<file path="config.mk">
export PLATFORM = sky130hd
export DESIGN_NAME = irq_vector_ctrl
export DESIGN_NICKNAME = d
export VERILOG_FILES = /design/src/rtl/irq_vec_pkg.sv /design/src/rtl/irq_src_trigger.sv /design/src/rtl/irq_prio_pick.sv /design/src/rtl/irq_vector_ctrl.sv
export SDC_FILE = /design/constraint.sdc
export NUM_CORES = 1
export LEC_CHECK = 0
export BUFFER_PORTS_ARGS = -buffer_cell sky130_fd_sc_hd__buf_2
export CORE_ASPECT_RATIO = 1.25
export CORE_MARGIN = 8
export CORE_UTILIZATION = 64
export CTS_BUF_LIST = sky130_fd_sc_hd__clkbuf_8
export CTS_CLUSTER_DIAMETER = 150
export DETAILED_ROUTE_END_ITERATION = 10
export PLACE_DENSITY = 0.88
export SLEW_MARGIN = 20
export SYNTH_ARGS = -nofsm -noshare
export SYNTH_HDL_FRONTEND = slang
export SYNTH_SLANG_ARGS = --single-unit
</file>
<file path="constraint.sdc">
create_clock -name clk -period 8.55 [get_ports clk]
set_input_delay 2.1375 -clock clk [delete_from_list [all_inputs] [get_ports clk]]
set_output_delay 2.1375 -clock clk [all_outputs]
set_load 0.1 [all_outputs]
</file>
<file path="src/rtl/irq_vec_pkg.sv">
package irq_vec_pkg;

    localparam int NUM_SRC   = 39;
    localparam int SRC_W     = $clog2(NUM_SRC);
    localparam int VEC_W     = 7;
    localparam int ADDR_W    = 32;
    localparam int NUM_DMA   = 31;
    localparam int NUM_PORT  = 8;
    localparam int NUM_KEY   = 2;
    localparam int KEY_FIRST = 4;
    localparam int KEY_LSB   = 2 * NUM_PORT;
    localparam int TRIG_W    = 2 * NUM_PORT + NUM_KEY;
    localparam int CFG_W     = NUM_SRC;

    typedef enum logic [2:0] {
        REG_BASE   = 3'd0,
        REG_ENABLE = 3'd1,
        REG_CLEAR  = 3'd2,
        REG_ROUTE  = 3'd3,
        REG_TRIG   = 3'd4
    } reg_sel_e;

    typedef enum logic [1:0] {
        KIND_PORT  = 2'd0,
        KIND_KEY   = 2'd1,
        KIND_PULSE = 2'd2
    } src_kind_e;

    typedef enum logic [1:0] {
        TRIG_RISE = 2'd0,
        TRIG_FALL = 2'd1,
        TRIG_HIGH = 2'd2,
        TRIG_LOW  = 2'd3
    } trig_e;

    typedef struct packed {
        logic             valid;
        logic [SRC_W-1:0] src;
    } winner_t;

    typedef struct packed {
        logic              req;
        logic [SRC_W-1:0]  src;
        logic [VEC_W-1:0]  vec;
        logic [ADDR_W-1:0] addr;
    } vec_out_t;

    // Sparse vector number for a source index; reserved gaps are skipped.
    function automatic logic [VEC_W-1:0] vec_of(int i);
        int v;
        if (i <= 10)      v = 16 + i;
        else if (i <= 22) v = 30 + 4 * ((i - 11) / 2) + ((i - 11) % 2);
        else if (i <= 29) v = 52 + (i - 23);
        else if (i <= 32) v = 60 + (i - 30);
        else if (i <= 34) v = 64 + (i - 33);
        else              v = 68 + (i - 35);
        return VEC_W'(v);
    endfunction

    // DMA trigger channel of a source, 0 when it has none.
    function automatic int dma_of(int i);
        if (i <= 3)                 return i + 1;
        if (i == 6 || i == 7)       return i - 1;
        if (i >= 11 && i <= 26)     return i - 4;
        if (i == 28 || i == 29)     return i - 5;
        if (i == 31 || i == 32)     return i - 6;
        if (i == 33)                return 27;
        if (i >= 35)                return i - 7;
        return 0;
    endfunction

    function automatic src_kind_e kind_of(int i);
        if (i <= 3 || i >= 35)                  return KIND_PORT;
        if (i >= KEY_FIRST && i < KEY_FIRST + NUM_KEY) return KIND_KEY;
        return KIND_PULSE;
    endfunction

    function automatic int port_num_of(int i);
        return (i <= 3) ? i : i - 31;
    endfunction

endpackage

</file>
<file path="src/rtl/irq_src_trigger.sv">
module irq_src_trigger
    import irq_vec_pkg::*;
#(
    parameter src_kind_e KIND    = KIND_PULSE,
    parameter bit        HAS_DMA = 1'b0
) (
    input  logic       clk,
    input  logic       rst,
    input  logic       src_in,
    input  logic [1:0] mode,
    input  logic       route,
    input  logic       clr,
    output logic       pend,
    output logic       dma_pulse
);

    logic prev_q;
    logic rise_w, fall_w;
    logic event_w, level_w, active_w, to_dma;

    assign rise_w = src_in & ~prev_q;
    assign fall_w = ~src_in & prev_q;
    assign to_dma = HAS_DMA ? route : 1'b0;

    always_comb begin
        event_w  = rise_w;
        level_w  = 1'b0;
        active_w = src_in;
        case (KIND)
            KIND_PORT: begin
                case (mode)
                    TRIG_FALL: event_w = fall_w;
                    TRIG_HIGH: level_w = 1'b1;
                    TRIG_LOW: begin
                        level_w  = 1'b1;
                        active_w = ~src_in;
                        event_w  = fall_w;
                    end
                    default:   event_w = rise_w;
                endcase
            end
            KIND_KEY:  event_w = mode[0] ? fall_w : rise_w;
            default:   event_w = rise_w;
        endcase
    end

    always_ff @(posedge clk) begin
        if (rst) begin
            prev_q    <= 1'b0;
            pend      <= 1'b0;
            dma_pulse <= 1'b0;
        end else begin
            prev_q    <= src_in;
            dma_pulse <= event_w & to_dma;
            if (level_w)
                pend <= active_w & ~to_dma;
            else if (event_w & ~to_dma)
                pend <= 1'b1;
            else if (clr)
                pend <= 1'b0;
        end
    end

endmodule

</file>
<file path="src/rtl/irq_prio_pick.sv">
module irq_prio_pick
    import irq_vec_pkg::*;
(
    input  logic [NUM_SRC-1:0] cand,
    output winner_t            win,
    output logic [VEC_W-1:0]   win_vec
);

    always_comb begin
        win = '0;
        for (int i = NUM_SRC - 1; i >= 0; i--) begin
            if (cand[i]) begin
                win.valid = 1'b1;
                win.src   = SRC_W'(i);
            end
        end
    end

    always_comb begin
        win_vec = '0;
        for (int i = 0; i < NUM_SRC; i++) begin
            if (win.valid && win.src == SRC_W'(i))
                win_vec = vec_of(i);
        end
    end

endmodule

</file>
<file path="src/rtl/irq_vector_ctrl.sv">
module irq_vector_ctrl
    import irq_vec_pkg::*;
(
    input  logic               clk,
    input  logic               rst,
    input  logic [NUM_SRC-1:0] src_in,
    input  logic               cfg_we,
    input  logic [2:0]         cfg_sel,
    input  logic [CFG_W-1:0]   cfg_wdata,
    output logic               irq_req,
    output logic [SRC_W-1:0]   irq_src,
    output logic [VEC_W-1:0]   irq_vec,
    output logic [ADDR_W-1:0]  irq_addr,
    output logic [NUM_DMA-1:0] dma_req
);

    logic [ADDR_W-1:0]  base_q;
    logic [NUM_SRC-1:0] en_q;
    logic [NUM_SRC-1:0] route_q;
    logic [TRIG_W-1:0]  trig_q;
    logic [NUM_SRC-1:0] clr_w;
    logic [NUM_SRC-1:0] pend;
    logic [NUM_SRC-1:0] cand;
    wire  [NUM_DMA-1:0] dma_w;
    winner_t            win;
    logic [VEC_W-1:0]   win_vec;
    vec_out_t           out_q;

    always_ff @(posedge clk) begin
        if (rst) begin
            base_q  <= '0;
            en_q    <= '0;
            route_q <= '0;
            trig_q  <= '0;
        end else if (cfg_we) begin
            case (cfg_sel)
                REG_BASE:   base_q  <= cfg_wdata[ADDR_W-1:0];
                REG_ENABLE: en_q    <= cfg_wdata;
                REG_ROUTE:  route_q <= cfg_wdata;
                REG_TRIG:   trig_q  <= cfg_wdata[TRIG_W-1:0];
                default:    ;
            endcase
        end
    end

    assign clr_w = (cfg_we && cfg_sel == REG_CLEAR) ? cfg_wdata : '0;

    for (genvar i = 0; i < NUM_SRC; i++) begin : g_src
        localparam src_kind_e K  = kind_of(i);
        localparam int        CH = dma_of(i);
        logic [1:0] mode_i;
        logic       pulse_i;

        if (K == KIND_PORT) begin : g_port
            assign mode_i = trig_q[2*port_num_of(i) +: 2];
        end else if (K == KIND_KEY) begin : g_key
            assign mode_i = {1'b0, trig_q[KEY_LSB + i - KEY_FIRST]};
        end else begin : g_pulse
            assign mode_i = 2'b00;
        end

        irq_src_trigger #(
            .KIND    (K),
            .HAS_DMA (CH != 0)
        ) u_trig (
            .clk       (clk),
            .rst       (rst),
            .src_in    (src_in[i]),
            .mode      (mode_i),
            .route     (route_q[i]),
            .clr       (clr_w[i]),
            .pend      (pend[i]),
            .dma_pulse (pulse_i)
        );

        if (CH != 0) begin : g_dma
            assign dma_w[CH-1] = pulse_i;
        end else begin : g_nodma
            logic unused_pulse;
            assign unused_pulse = pulse_i;
        end
    end

    assign cand = pend & en_q;

    irq_prio_pick u_pick (
        .cand    (cand),
        .win     (win),
        .win_vec (win_vec)
    );

    always_ff @(posedge clk) begin
        if (rst) begin
            out_q <= '0;
        end else begin
            out_q.req  <= win.valid;
            out_q.src  <= win.src;
            out_q.vec  <= win_vec;
            out_q.addr <= win.valid ? base_q + {{(ADDR_W-VEC_W-2){1'b0}}, win_vec, 2'b00} : '0;
        end
    end

    assign irq_req  = out_q.req;
    assign irq_src  = out_q.src;
    assign irq_vec  = out_q.vec;
    assign irq_addr = out_q.addr;
    assign dma_req  = dma_w;

endmodule

</file>
=== After elaboration in Yosys (flattened, before gate mapping) ===
Index checks and enable logic that the tools add are counted.

* Logic and storage cells: 678
* Bits in registers: 283
* Bits of input ports: 84
* Output and inout port bits: 77

* Muxes and demuxes: 191
* Eq/ne operators: 66
* Reduce and logical (&&, ||, !) cells: 102
* Bitwise operators: 201
* $add $sub $neg: 1

{| class="wikitable"
|+ Operators by type and width
! operator !! count
|-
| $mux 7 || 45
|-
| $mux 6 || 20
|-
| $and 1x1->1 || 119
|-
| $mux 1 || 112
|-
| $eq 6x5->1 const B || 16
|-
| $not 1->1 || 81
|-
| $mux 5 || 13
|-
| $reduce_bool 2->1 || 31
|-
| $eq 6x4->1 const B || 8
|-
| $eq 6x6->1 const B || 7
|-
| $logic_and 1x1->1 || 40
|-
| $and 39x39->39 || 1
|-
| $mux 39 || 1
|-
| $reduce_or 2->1 || 17
|-
| $add 32x9->32 || 1
|-
| $eq 2x2->1 const B || 16
|-
| $eq 6x3->1 const B || 4
|-
| $reduce_bool 3->1 || 8
|-
| $eq 2x1->1 const B || 8
|-
| $eq 6x2->1 const B || 2
|-
| $reduce_and 2->1 || 4
|-
| $eq 3x2->1 const B || 2
|-
| $eq 6x1->1 const B || 1
|-
| $logic_not 6->1 || 1
|-
| 3 further kinds || 3
|}

=== Longest topological paths before layout ===
* Depth after elaboration: 82
* Mapped depth: 20
* Depth with buffers taken out: 19

=== By module ===
Synthesis repeated with hierarchy kept, for this count alone.

* Cell total of the unflattened synthesis: 1424
* Area total of the unflattened synthesis: 12213.0 µm²

{| class="wikitable"
|+ Modules (own cells, without submodules)
! module !! times used !! area an instance (µm²) !! cells an instance !! sequential area each (µm²)
|-
| irq_vector_ctrl || 1 || 7139.3 || 898 || 3483.3
|-
| irq_src_trigger (g_src[11].u_trig ...) || 23 || 96.3 || 8 || 60.1
|-
| irq_prio_pick || 1 || 1131.1 || 172 || 0.0
|-
| irq_src_trigger (g_src[0].u_trig ...) || 8 || 135.1 || 13 || 60.1
|-
| irq_src_trigger (g_src[10].u_trig ...) || 6 || 78.8 || 8 || 40.0
|-
| irq_src_trigger (g_src[4].u_trig ...) || 2 || 86.3 || 9 || 40.0
|}

=== Worst setup path before layout ===
Ideal clock, no wire load.

* Path kind: flip-flop to flip-flop
* Start point: reg en_q[14]
* End point: reg out_q (netlist bit irq_addr[26])
* Required time: 8.479 ns
* Setup time: 0.071 ns
* Arrival: 4.164 ns
* Period minus slack after synthesis: 4.234 ns
* Stages on the path, launching flop included: 18
* Setup slack: 4.316 ns
* Path buffers: 0
* Cells stage by stage: dfxtp_1 -> nand2_1 -> a32o_1 -> a221o_1 -> a2111oi_4 -> o21bai_2 -> mux2_4 -> mux2i_2 -> nor3_1 -> fa_1 -> nor2b_1 -> o21ai_1 -> a21boi_0 -> o21ai_0 -> a21boi_1 -> o21ai_0 -> or3_1 -> a21oi_1

* Longest elaborated chain between the ends: 58
* Elaborated cells on any way between the ends: 136
* Those cells by class: add/sub (1); eq/ne (38); mux (54); bitwise (2); reduce/logical (41)

{| class="wikitable"
|+ RTL lines
! item !! line !! source
|-
| from (decl) || irq_vector_ctrl.sv:18 || <nowiki>logic [NUM_SRC-1:0] en_q;</nowiki>
|-
| from (signal assigned) || irq_vector_ctrl.sv:38 || <nowiki>REG_ENABLE: en_q <= cfg_wdata;</nowiki>
|-
| $and 39x39->39 * || irq_vector_ctrl.sv:84 || <nowiki>assign cand = pend & en_q;</nowiki>
|-
| $mux 7 * (15 in series) || irq_prio_pick.sv:12 || <nowiki>if (cand[i]) begin</nowiki>
|-
| $logic_not 6->1 || irq_prio_pick.sv:22 || <nowiki>if (win.valid && win.src == SRC_W'(i))</nowiki>
|-
| $logic_and 1x1->1 || irq_prio_pick.sv:22 ||
|-
| $mux 5 (13 in series) || irq_prio_pick.sv:22 ||
|-
| $mux 6 (20 in series) || irq_prio_pick.sv:22 ||
|-
| $mux 7 (6 in series) || irq_prio_pick.sv:22 ||
|-
| $add 32x9->32 || irq_vector_ctrl.sv:99 || <nowiki>out_q.addr <= win.valid ? base_q + {{(ADDR_W-VEC_W-2){1'b0}}, win_vec, 2'b00} : '0;</nowiki>
|-
| to (decl) || irq_vector_ctrl.sv:27 || <nowiki>vec_out_t out_q;</nowiki>
|}

Every way passes the cells marked *; elsewhere a longest branch is shown, timed or not.
A chain may end at the register's enable or synchronous reset.

=== Worst setup path after layout ===
* Start point: reg en_q[12]
* End point: reg out_q (netlist bit irq_addr[26])

* Elaborated cells on any way between the ends: 134
* Those cells by class: add/sub (1); eq/ne (38); mux (52); bitwise (2); reduce/logical (41)

{| class="wikitable"
|+ RTL lines
! item !! line !! source
|-
| $and 39x39->39 * || irq_vector_ctrl.sv:84 ||
|-
| $mux 7 * (13 in series) || irq_prio_pick.sv:12 ||
|-
| $eq 6x1->1 || irq_prio_pick.sv:22 ||
|-
| $logic_and 1x1->1 || irq_prio_pick.sv:22 ||
|-
| $mux 5 (12 in series) || irq_prio_pick.sv:22 ||
|-
| $mux 6 (20 in series) || irq_prio_pick.sv:22 ||
|-
| $mux 7 (5 in series) || irq_prio_pick.sv:22 ||
|-
| $mux 7 * || irq_prio_pick.sv:22 ||
|-
| named net u_pick.win_vec[0] || irq_prio_pick.sv:6 || <nowiki>output logic [VEC_W-1:0] win_vec</nowiki>
|-
| $add 32x9->32 * || irq_vector_ctrl.sv:99 ||
|}

Mark *: on every way through the listed nets, which the timed path passes. The rest lies on a longest branch.

==> results.json <==
{
  "status": "complete, no violations",
  "cts.reportedPaths.clkPinSlew_ns": 0.07,
  "swShare": 0.2703,
  "rsz0062_at_grt": "false",
  "gp_congestion": 0.9159,
  "ctsHoldBuffers": 0,
  "endpoint_kind": "flop",
  "cp_max_fo": 8,
  "synth_most_common_cell": "nand2_1",
  "antenna_found_initial": 0,
  "cts_root_buffer": "clkbuf_8",
  "finalSetupTns_ns": 0,
  "synth.largest_area_cell": "dfxtp_1",
  "syn_avg_cell_area_um2": 8.263,
  "drt_iter0_markers": 772,
  "routed_wirelength_um": 31600,
  "crit_chain": "a22o_1 -> nor4_2 -> o2111ai_1 -> nor4_1 -> nor3_1 -> o21ai_0 -> a21oi_1 -> nand2_1 -> ha_1 -> inv_1 -> fa_1 -> nor2b_1 -> o21ai_1 -> a21boi_0 -> o21ai_0 -> a21boi_1 -> o21ai_0 -> or3_1 -> a21oi_1",
  "fin_skew_ns": 0.03438,
  "async_reset_ff_frac": 0,
  "cp.required_ns": 9.01,
  "whs_ns": 0.4625,
  "cts_setup_buffers": 0,
  "drv_slew": 0,
  "cp-start-kind": "flop",
  "synthTopCellsByCount": "338 x nand2_1, 275 x dfxtp_1, 166 x a21oi_1",
  "stdcell_count": 1703,
  "cts_max_level": 2,
  "fp.dieH_um": 162.9,
  "p_leak_uw": 0.005167,
  "max-cap-violations": 0,
  "synth.yosys.seq_area_share": 0.4980,
  "grt_usage": 0.2809,
  "postLayoutCoreUtil": 0.7488,
  "hold_viol": 0,
  "portBuffers": 160,
  "fillers": 1261,
  "viasPerCell": 5.806,
  "crit_path_top_delay_cell": "nor4_1",
  "p_seq_frac": 0.483,
  "peakVddDrop_mv": 0.2378,
  "rows": 53,
  "arrival_ns": 5.98,
  "synth_edf_count": 0,
  "synth.distinct_cells": 65,
  "pin_count": 161,
  "core-area_mm2": 0.01684,
  "nNetsFinal": 1547,
  "fmax_mhz": 181.1,
  "synthCells": 1338,
  "ant_nets": 0,
  "combPwrFrac": 0.114,
  "internal-power_uw": 2057,
  "vias": 9888,
  "tightest_slew_ns": 1.034,
  "clockBufferDepth": 3,
  "post_cts_resized": 0,
  "dp_cells": 1633,
  "synthTopCellsByArea": "dfxtp_1 50%, nand2_1 11%, a21oi_1 7.5%, nor2_1 4.0%, nor2b_1 2.9%",
  "cts_tree": "built",
  "synthesis.nets": 1430,
  "dp_hpwl_um": 22090,
  "crit_top_cell": "o21ai_0",
  "fin_crit_ns": 5.522,
  "grt_pass1_vias": 9699,
  "diodes": 0,
  "syn_area_mm2": 0.01106,
  "numClockSinks": 275,
  "clkPwrFrac": 0.402,
  "synth_ff_type": "dfxtp_1",
  "die_w_um": 133.6,
  "min_period_over_period": 0.6459,
  "clk_latency_ns": 0.55,
  "grt_max_degree": 118,
  "drive_above_1_share": 0.1666,
  "avgRoutedWirePerCell_um": 18.56,
  "initial_core_util": 0.6564,
  "netSwitchingPower_uw": 762.0,
  "cellPowerDensity_mw_per_mm2": 223.5,
  "drtPass1Iterations": 6,
  "grt_pass1_wl_um": 49430,
  "yosys_warnings": 0,
  "drc_errors": 0,
  "area_delta_synth_final_pct": 14.09,
  "setup_viol": 0,
  "cts_buffers": 40,
  "worst-setup-path-type": "reg2reg",
  "ys_ff_latch": 275,
  "grt-ovfl-total": 0,
  "die_area_mm2": 0.02176,
  "hold_path.class": "reg2reg",
  "yosysTopAreaCellShare": 0.4980,
  "max_stage_delay_ns": 0.91,
  "relSlewSlack": 0.2925
}
[through the flow]
| step | setup WS [ns] | power [µW] | instance area (µm²) |
|---|---|---|---|
| floorplan | 4.316 | 1607 | 11060 |
| global placement | 3.145 | 1702 | 11730 |
| detailed placement | 3.141 | 1707 | 11740 |
| CTS | 3.104 | 2819 | 12610 |
| global route | 2.637 | 2908 | 12610 |
| finish | 3.028 | 2819 | 12610 |
[area by class of cell]
| class | instances | area, µm² | area share |
|---|---|---|---|
| sequential | 275 | 5505 | 0.4365 |
| multi-input combinational | 955 | 5042 | 0.3998 |
| timing repair buffer | 165 | 844.6 | 0.06696 |
| clock buffer | 55 | 757.0 | 0.06001 |
| tap | 220 | 275.3 | 0.02182 |
| clock inverter | 15 | 121.4 | 0.009622 |
| inverter | 18 | 67.56 | 0.005357 |
[power by group through the flow]
stage | registers (µW) | clock network, µW | logic [µW]
6_report | 1360 | 1130 | 322
5_1_grt | 1370 | 1200 | 345
4_1_cts | 1360 | 1140 | 321
3_5_place_dp | 1390 | 0 | 317
3_3_place_gp | 1390 | 0 | 315
2_1_floorplan | 1450 | 0 | 158
[worst max-delay path: cells and delay by family (launching register included)]
kind | cells | cell delay (ns)
adder cells (fa/ha/maj) | 2 | 0.53
buffers and inverters | 1 | 0.05
AO/OA/AOI/OAI | 10 | 2.36
AND/OR/NAND/NOR | 6 | 2.13
flip-flops | 1 | 0.34
[final timing paths]
check	start	to	slack (ns)	depth (start not counted)
setup / recovery	en_q[12]$_SDFFE_PP0P_	irq_addr[26]$_SDFF_PP0_	3.03	19
hold / removal	base_q[1]$_SDFFE_PP0P_	base_q[1]$_SDFFE_PP0P_	0.46	2
hold reg to reg	base_q[1]$_SDFFE_PP0P_	base_q[1]$_SDFFE_PP0P_	0.46	2
setup reg to reg	en_q[12]$_SDFFE_PP0P_	irq_addr[26]$_SDFF_PP0_	3.03	19
[sequential cells by signal, indices dropped and copies added (netlist names)]
signal	count
irq_addr	32
g_src.u_trig.pend	39
en_q	39
base_q	32
route_q	31
irq_req	1
g_src.u_trig.prev_q	39
irq_src	6
irq_vec	7
g_src.u_trig.dma_pulse	31
trig_q	18
[metal layers]
layer / track usage / vias to the layer above / wire length, µm
li1: - / 4741 / -
met1: 0.3379 / 4620 / 12570
met2: 0.4749 / 443 / 15200
met3: 0.05340 / 84 / 2646
met4: 0.1340 / 0 / 1189
met5: 0 / - / 0
[logic make-up (layout without fill, tap and decap cells)]
logic type / count (synthesis) / count (layout) / synth area share
AOI/OAI and AO/OA: 294 / 294 / 0.1644
and+or+nand+nor: 622 / 622 / 0.2544
adders and majority gates: 8 / 8 / 0.009733
DFF: 275 / 275 / 0.4980
xor gates and xnor gates: 29 / 29 / 0.02297
muxes: 2 / 2 / 0.002602
buffers and inverters: 108 / 253 / 0.04787
[placed cells by master (no fill, tap or decap), drive strengths merged, types with 5 or more instances in the layout]
| cell | netlist | layout |
|---|---|---|
| nor3 | 12 | 12 |
| dfxtp | 275 | 275 |
| and3 | 10 | 10 |
| nor2 | 119 | 119 |
| nand2 | 338 | 338 |
| buf | 40 | 165 |
| clkbuf | 50 | 55 |
| and3b | 24 | 24 |
| xnor2 | 11 | 11 |
| nor2b | 51 | 51 |
| nor3b | 11 | 11 |
| a21oi | 166 | 166 |
| or2 | 6 | 6 |
| a22oi | 38 | 38 |
| o21ai | 30 | 30 |
| inv | 18 | 27 |
| and2 | 10 | 10 |
| nand3 | 16 | 16 |
| xor2 | 18 | 18 |
| ha | 7 | 7 |
| a32o | 5 | 5 |
| o211ai | 5 | 5 |
| or3 | 8 | 8 |
| a22o | 12 | 12 |
Power figures use the tool's default switching activity.
